$ cat config.mk
export PLATFORM = sky130hd
export DESIGN_NAME = load_fault_qualifier
export DESIGN_NICKNAME = d
export VERILOG_FILES = /design/src/rtl/lfq_pkg.sv /design/src/rtl/lfq_sync.sv /design/src/rtl/lfq_blank_fsm.sv /design/src/rtl/lfq_channel.sv /design/src/rtl/load_fault_qualifier.sv
export SDC_FILE = /design/constraint.sdc
export NUM_CORES = 1
export LEC_CHECK = 0
export BUFFER_PORTS_ARGS = -buffer_cell sky130_fd_sc_hd__clkbuf_2
export CAP_MARGIN = 10
export CORE_MARGIN = 4
export CORE_UTILIZATION = 35
export CTS_BUF_LIST = sky130_fd_sc_hd__clkbuf_4
export CTS_CLUSTER_SIZE = 25
export DETAILED_ROUTE_END_ITERATION = 8
export PLACE_DENSITY_LB_ADDON = 0.1
export SYNTH_ARGS = -nofsm -noshare
export SYNTH_HDL_FRONTEND = slang
export SYNTH_SLANG_ARGS = --single-unit
export TNS_END_PERCENT = 30
$ cat constraint.sdc
create_clock -name clk -period 5.2 [get_ports clk]
set_input_delay 0.52 -clock clk [delete_from_list [all_inputs] [get_ports clk]]
set_output_delay 0.52 -clock clk [all_outputs]
set_load 0.01 [all_outputs]
$ cat src/rtl/lfq_pkg.sv
package lfq_pkg;

    typedef enum logic [1:0] {
        ST_SLEEP = 2'b00,
        ST_BLANK = 2'b01,
        ST_WATCH = 2'b10
    } blank_state_t;

    function automatic int unsigned cnt_width(input int unsigned limit);
        return (limit < 2) ? 1 : $clog2(limit + 1);
    endfunction

endpackage

$ cat src/rtl/lfq_sync.sv
module lfq_sync #(
    parameter int WIDTH  = 8,
    parameter int STAGES = 2
) (
    input  logic             clk,
    input  logic             rst_n,
    input  logic [WIDTH-1:0] din,
    output logic [WIDTH-1:0] dout
);

    logic [WIDTH-1:0] pipe [STAGES];

    generate
        for (genvar s = 0; s < STAGES; s++) begin : g_stage
            if (s == 0) begin : g_first
                always_ff @(posedge clk or negedge rst_n) begin
                    if (!rst_n) pipe[0] <= '0;
                    else        pipe[0] <= din;
                end
            end else begin : g_next
                always_ff @(posedge clk or negedge rst_n) begin
                    if (!rst_n) pipe[s] <= '0;
                    else        pipe[s] <= pipe[s-1];
                end
            end
        end
    endgenerate

    assign dout = pipe[STAGES-1];

endmodule

$ cat src/rtl/lfq_blank_fsm.sv
module lfq_blank_fsm
    import lfq_pkg::*;
#(
    parameter int BLANK_CYCLES = 25000
) (
    input  logic clk,
    input  logic rst_n,
    input  logic awake,
    input  logic cmd_update,
    output logic watch_active,
    output logic sample_en
);

    localparam int CW = cnt_width(BLANK_CYCLES);
    localparam logic [CW-1:0] LOAD_VAL = CW'(BLANK_CYCLES - 1);

    blank_state_t state_q, state_d;
    logic [CW-1:0] cnt_q, cnt_d;

    // next-state and timer logic
    always_comb begin
        state_d = state_q;
        cnt_d   = cnt_q;
        if (!awake) begin
            state_d = ST_SLEEP;                 // DOZE
            cnt_d   = '0;
        end else begin
            unique case (state_q)
                ST_SLEEP: begin
                    state_d = ST_BLANK;         // WAKE
                    cnt_d   = LOAD_VAL;
                end
                ST_BLANK: begin
                    if (cmd_update) begin
                        cnt_d = LOAD_VAL;       // RESTART
                    end else if (cnt_q == '0) begin
                        state_d = ST_WATCH;     // EXPIRE
                    end else begin
                        cnt_d = cnt_q - 1'b1;
                    end
                end
                ST_WATCH: begin
                    if (cmd_update) begin
                        state_d = ST_BLANK;     // UPDATE
                        cnt_d   = LOAD_VAL;
                    end
                end
                default: begin
                    state_d = ST_SLEEP;
                    cnt_d   = '0;
                end
            endcase
        end
    end

    // state register
    always_ff @(posedge clk or negedge rst_n) begin
        if (!rst_n) begin
            state_q <= ST_SLEEP;
            cnt_q   <= '0;
        end else begin
            state_q <= state_d;
            cnt_q   <= cnt_d;
        end
    end

    // outputs
    always_comb begin
        watch_active = (state_q == ST_WATCH);
        sample_en    = (state_q == ST_WATCH) && !cmd_update && awake;
    end

endmodule

$ cat src/rtl/lfq_channel.sv
module lfq_channel (
    input  logic clk,
    input  logic rst_n,
    input  logic awake,
    input  logic sample_en,
    input  logic capture,
    input  logic is_on,
    input  logic sense_en,
    input  logic vds_low,
    input  logic oc,
    input  logic ot,
    output logic flag
);

    logic cond;
    logic held;

    // qualified condition: thermal always, overcurrent when driven,
    // low drain voltage only when off with sense current enabled
    always_comb begin
        if (is_on) cond = ot | oc;
        else       cond = ot | (sense_en & vds_low);
    end

    always_comb held = capture ? 1'b0 : flag;

    always_ff @(posedge clk or negedge rst_n) begin
        if (!rst_n)      flag <= 1'b0;
        else if (!awake) flag <= 1'b0;
        else             flag <= held | (sample_en & cond);
    end

endmodule

$ cat src/rtl/load_fault_qualifier.sv
module load_fault_qualifier #(
    parameter int NUM_CH       = 8,
    parameter int BLANK_CYCLES = 25000,
    parameter int SYNC_STAGES  = 2
) (
    input  logic              clk,
    input  logic              rst_n,
    input  logic              awake,
    input  logic              cmd_update,
    input  logic [NUM_CH-1:0] cmd_on,
    input  logic [NUM_CH-1:0] detect_en,
    input  logic [NUM_CH-1:0] vds_low,
    input  logic [NUM_CH-1:0] over_current,
    input  logic [NUM_CH-1:0] over_temp,
    input  logic              capture,
    output logic [NUM_CH-1:0] fault_flags,
    output logic              watch_active
);

    localparam int IND_W = 3 * NUM_CH;

    logic [IND_W-1:0]  ind_raw, ind_sync;
    logic [NUM_CH-1:0] vds_s, oc_s, ot_s;
    logic              sample_en;

    assign ind_raw = {over_temp, over_current, vds_low};
    assign vds_s   = ind_sync[NUM_CH-1:0];
    assign oc_s    = ind_sync[2*NUM_CH-1:NUM_CH];
    assign ot_s    = ind_sync[IND_W-1:2*NUM_CH];

    lfq_sync #(.WIDTH(IND_W), .STAGES(SYNC_STAGES)) u_sync (
        .clk  (clk),
        .rst_n(rst_n),
        .din  (ind_raw),
        .dout (ind_sync)
    );

    lfq_blank_fsm #(.BLANK_CYCLES(BLANK_CYCLES)) u_fsm (
        .clk         (clk),
        .rst_n       (rst_n),
        .awake       (awake),
        .cmd_update  (cmd_update),
        .watch_active(watch_active),
        .sample_en   (sample_en)
    );

    generate
        for (genvar c = 0; c < NUM_CH; c++) begin : g_ch
            lfq_channel u_ch (
                .clk      (clk),
                .rst_n    (rst_n),
                .awake    (awake),
                .sample_en(sample_en),
                .capture  (capture),
                .is_on    (cmd_on[c]),
                .sense_en (detect_en[c]),
                .vds_low  (vds_s[c]),
                .oc       (oc_s[c]),
                .ot       (ot_s[c]),
                .flag     (fault_flags[c])
            );
        end
    endgenerate

endmodule

* Yosys cells after proc, flatten, opt, wreduce, memory -nomap -nowiden
Cells that the tools add are included.
** Cells by class
- Add/subtract/negate cells :: 1
- Eq/ne operators :: 6
- Multiplexer cells :: 34
- Bitwise gates (word level) :: 40
- Reductions and logical operators :: 7
** Operators with widths (number)
- $mux W15 :: 4
- $pmux W15 S3 :: 1
- $mux W1 :: 24
- $or A1 B1 Y1 :: 24
- $and A1 B1 Y1 :: 16
- $logic_not A15 Y1 :: 1
- $sub A15 B1 Y15 const B :: 1
- $mux W2 :: 4
- $ne A3 B3 Y1 const B :: 2
- $pmux W2 S3 :: 1
- $ne A4 B4 Y1 const B :: 1
- $ne A3 B2 Y1 const B :: 1
- $reduce_and A3 Y1 :: 1
- $eq A2 B1 Y1 const B :: 1
- $eq A2 B2 Y1 const B :: 1
- $logic_and A1 B1 Y1 :: 2
- $logic_not A2 Y1 :: 1
- $reduce_and A2 Y1 :: 1
- $logic_not A1 Y1 :: 1
** Word-level totals
- Bits in registers :: 73
- Input port bits :: 45
- Output and inout port bits :: 9
- Logic and storage cells :: 100

* Logic depth before layout (Yosys ltp)
- Word-level depth :: 6
- Gate-level depth with buffers :: 7
- Gate-level depth less buffers :: 7

* Modules after synthesis
Synthesis repeated with hierarchy kept, for this count alone.
** Second synthesis, totals
- Cells, all modules :: 226
- Area total of the unflattened synthesis :: 2795.2 µm²
** Modules (own cells, without submodules)
- lfq_sync :: times used 1, cells an instance 72, area an instance 1381.3 µm², sequential area each 1201.2 µm²
- lfq_blank_fsm :: times used 1, cells an instance 106, area an instance 973.4 µm², sequential area each 425.4 µm²
- lfq_channel :: times used 8, cells an instance 6, area an instance 55.1 µm², sequential area each 25.0 µm²

* Worst setup path before layout
No wires, ideal clock.
- Path kind :: register -> register
- Start :: register u_fsm.cnt_q[3]
- End :: register u_fsm.cnt_q[7]
- Data arrival time :: 1.707 ns
- Required time :: 5.079 ns
- Path slack :: 3.372 ns
- Cell stages (with the launch flop) :: 6
- Buffers on the path :: 0
- Path through :: dfrtp_1 -> or4_4 -> nor3_4 -> a31oi_4 -> a21o_1 -> a22o_1
** Between the ends
- Longest elaborated chain between the ends :: 5
** Ends and longest elaborated chain
- start: declaration :: RTL line lfq_blank_fsm.sv:18 : logic [CW-1:0] cnt_q, cnt_d;
- start signal: assignment :: RTL line lfq_blank_fsm.sv:63 : cnt_q <= cnt_d;
- $sub A15 B1 Y15 :: RTL line lfq_blank_fsm.sv:39 : cnt_d = cnt_q - 1'b1;
- $mux W15 :: RTL line lfq_blank_fsm.sv:36 : end else if (cnt_q == '0) begin
- $mux W15 :: RTL line lfq_blank_fsm.sv:34 : if (cmd_update) begin
- $pmux W15 S3 :: RTL line lfq_blank_fsm.sv:28 : unique case (state_q)
- $mux W15 :: RTL line lfq_blank_fsm.sv:24 : if (!awake) begin
Parallel ways exist; a longest one is shown, timed or not. The select of a mux whose other input is x is not followed.
A chain may end at the register's enable or synchronous reset.

* Final worst setup path
- Start :: register u_fsm.cnt_q[3]
- End :: register u_fsm.cnt_q[2]
** Between the ends
- Longest elaborated chain between the ends :: 3
** Ends and longest elaborated chain (RTL line)
- $logic_not A15 Y1 :: lfq_blank_fsm.sv:36
- $ne A4 B4 Y1 (no line)
- $reduce_and A2 Y1 (no line)
No other way between the ends.

==> flow_summary.ini <==
[outcome]
outcome = finished clean

[critical_path]
cpPeakStageDelay_ns = 0.58
crit_chain = nor4_2, nand3_1, o41ai_4, o21ai_0, nand2_1
cp-end-kind = flop
required_ns = 5.55
worstPathMaxFanout = 10
critPathLaunchType = flop
ff2ff_path_depth = 5
ff2ff_setup_slack_ns = 3.17
critical_path.endpoint = u_fsm.cnt_q[2]$_DFFE_PN0P_
crit_path_start = u_fsm.cnt_q[3]$_DFFE_PN0P_
crit_slowest_cell = o41ai_4
criticalPathCategory = flop to flop
rr_startpoint = u_fsm.cnt_q[3]$_DFFE_PN0P_
crit_arrival_ns = 2.38
r2r_end = u_fsm.cnt_q[2]$_DFFE_PN0P_

[sta]
relSlewSlack = 0.409
maxSlewViolCount = 0
setup_ws_ns = 3.17
tightest_slew_ns = 0.887
hold_viol = 0
timing.fmax_mhz = 494
fin_crit_ns = 2.03
rsz0062_at_grt = false
setup_viol = 0
skew_ns = 0.0154
period_share = 0.390
setup_tns_ns = 0

[place]
port_buffers = 53
gp_congestion = 0.834
dp_hpwl_mm = 3.67
pre_cts_ws_ns = 3.02

[power_and_ir_drop]
peakVddDrop_uv = 149
pwr_density_cell_nw_per_um2 = 331
leakage_nw = 1.49
finalPower_mw = 1.08

[clock_tree]
htree_levels = 3
clkLatencyLatePin_ns = 0.41
post_cts_buffers = 0
clock-root-buffer = clkbuf_4
ctsResizeCount = 0
clk_path_buf_depth = 2
cts_buffers = 9
cts_hold_buf = 0
cts_tree = yes
clk_pin_slew_ns = 0.13
clock-sinks = 73

[job]
drv_cap = 0

[global_route]
grt_first_pass_wirelength_mm = 9.26
grt_pass1_vias = 1852
globalRouteOverflowTotal = 0
grt_max_degree = 74
grt.total_usage = 0.124
antenna_found_initial = 0

[floorplanning]
die_h_microns = 97.2
start_util = 0.360
die_area_sq_um = 9440
row_count = 32
ios = 54
coreArea_sq_um = 7730
die_w_microns = 97.2

[routing]
routed_via_density = 4.71
drcViolationCount = 0
postRouteAntennaNets = 0
dr.pass1.iters = 4
routedWlPerCell_microns = 13.8
drt-initial-drc-count = 60
wl_mm = 5.35
num_vias = 1831

[synth]
synth_edf_count = 0
ys_ff_latch = 73
syn_area_sq_um = 2780
seq_area_frac_synth = 0.656
yosys.area.top_type_share = 0.656
synth_nets = 274
synth_ff_type = dfrtp_1
synth_cell_type_count = 41
async_flop_share = 1.00
synth.avg_cell_area_sq_um = 12.2
synth_largest_area_cell = dfrtp_1
synthesis.instances = 228
synthTopCellsByArea = dfrtp_1, nand2_1, o21ai_0, a21oi_1, nand2b_1
ys_warn_count = 0

[layout]
drive_gt1_frac = 0.279
final_cell_mix = dfrtp_1, clkbuf_2, nand2_1
layout.nets = 328
areaGrowthSynthToFinish_pct = 17.5
antennaDiodeCount = 0
final_common_cell = dfrtp_1

[hold_path]
min_path_type = primary input to flop
how the worst min path moves through the flow:
stage | startpoint | to | cells past startpoint | slack [ns]
finish | over_current[6] | u_sync.pipe[38]$_DFF_PN0_ | 1 | 0.20
floorplan | rst_n | g_ch[0].u_ch.flag$_DFF_PN0_ | 0 | 0.22
global route | over_temp[1] | u_sync.pipe[41]$_DFF_PN0_ | 1 | 0.16
global placement | u_sync.pipe[31]$_DFF_PN0_ | u_sync.dout[7]$_DFF_PN0_ | 0 | 0.33
CTS | over_current[7] | u_sync.pipe[39]$_DFF_PN0_ | 1 | 0.17
detailed placement | u_sync.pipe[36]$_DFF_PN0_ | u_sync.dout[12]$_DFF_PN0_ | 0 | 0.33
layer usage:
layer | wire length [microns] | global-route usage
met1 | 2410 | 0.163
met2 | 2480 | 0.186
met3 | 334 | 0.0395
met4 | 126 | 0.0616
met5 | 0 | 0
stage by stage:
step                instance area, sq um   util  cells  hold WS (ns)
global route                        3270  0.423    389         0.158
floorplan                           2780      -    228         0.224
global placement                    3110  0.403    373         0.332
CTS                                 3270  0.423    389         0.167
finish                              3270  0.423    389         0.200
detailed placement                  3110  0.403    373         0.335
worst max-delay path: cells and delay by family (launching register included):
family / cells / cell delay, ns
AOI/OAI and AO/OA: 2 / 0.76
and+or+nand+nor: 3 / 0.74
DFF: 1 / 0.46
state kept, by name (all words and copies together) (netlist names):
name,count
u_fsm.cnt_q,15
g_ch.u_ch.flag,8
u_sync.dout,24
u_sync.pipe,24
u_fsm.state_q,2
final cells by class:
type	count	area, sq um
Clock buffer	9	67.6
Tap cell	102	128
Sequential cell	73	1830
Multi-Input combinational cell	140	871
Timing Repair Buffer	53	268
Clock inverter	7	92.6
Inverter	5	18.8
Fill cell	775	4460
synth_stat cells (3+ instances only):
cell / count
o31ai_1: 3
nand3_1: 8
inv_1: 5
o21ai_0: 17
dfrtp_1: 73
nand2b_1: 10
a21oi_1: 13
nand2_1: 31
nor2_1: 7
nor3_1: 4
a21boi_0: 8
buf_4: 8
nor2b_1: 3
a22o_2: 3
cells by family (layout without fill, tap and decap cells):
group	count (synthesis)	after routing	share of synthesized area
simple gates	78	78	0.155
flops	73	73	0.656
compound gates	59	59	0.146
buf+inv	15	74	0.0310
mux	2	2	0.00719
fa+ha+maj	1	1	0.00449
where the power goes:
group          internal (mW)  total (mW)  switching [mW]
combinational         0.0314      0.0745          0.0430
clock                  0.194       0.399           0.205
sequential             0.594       0.609          0.0152
No activity file was read; power rests on OpenSTA's default activity.
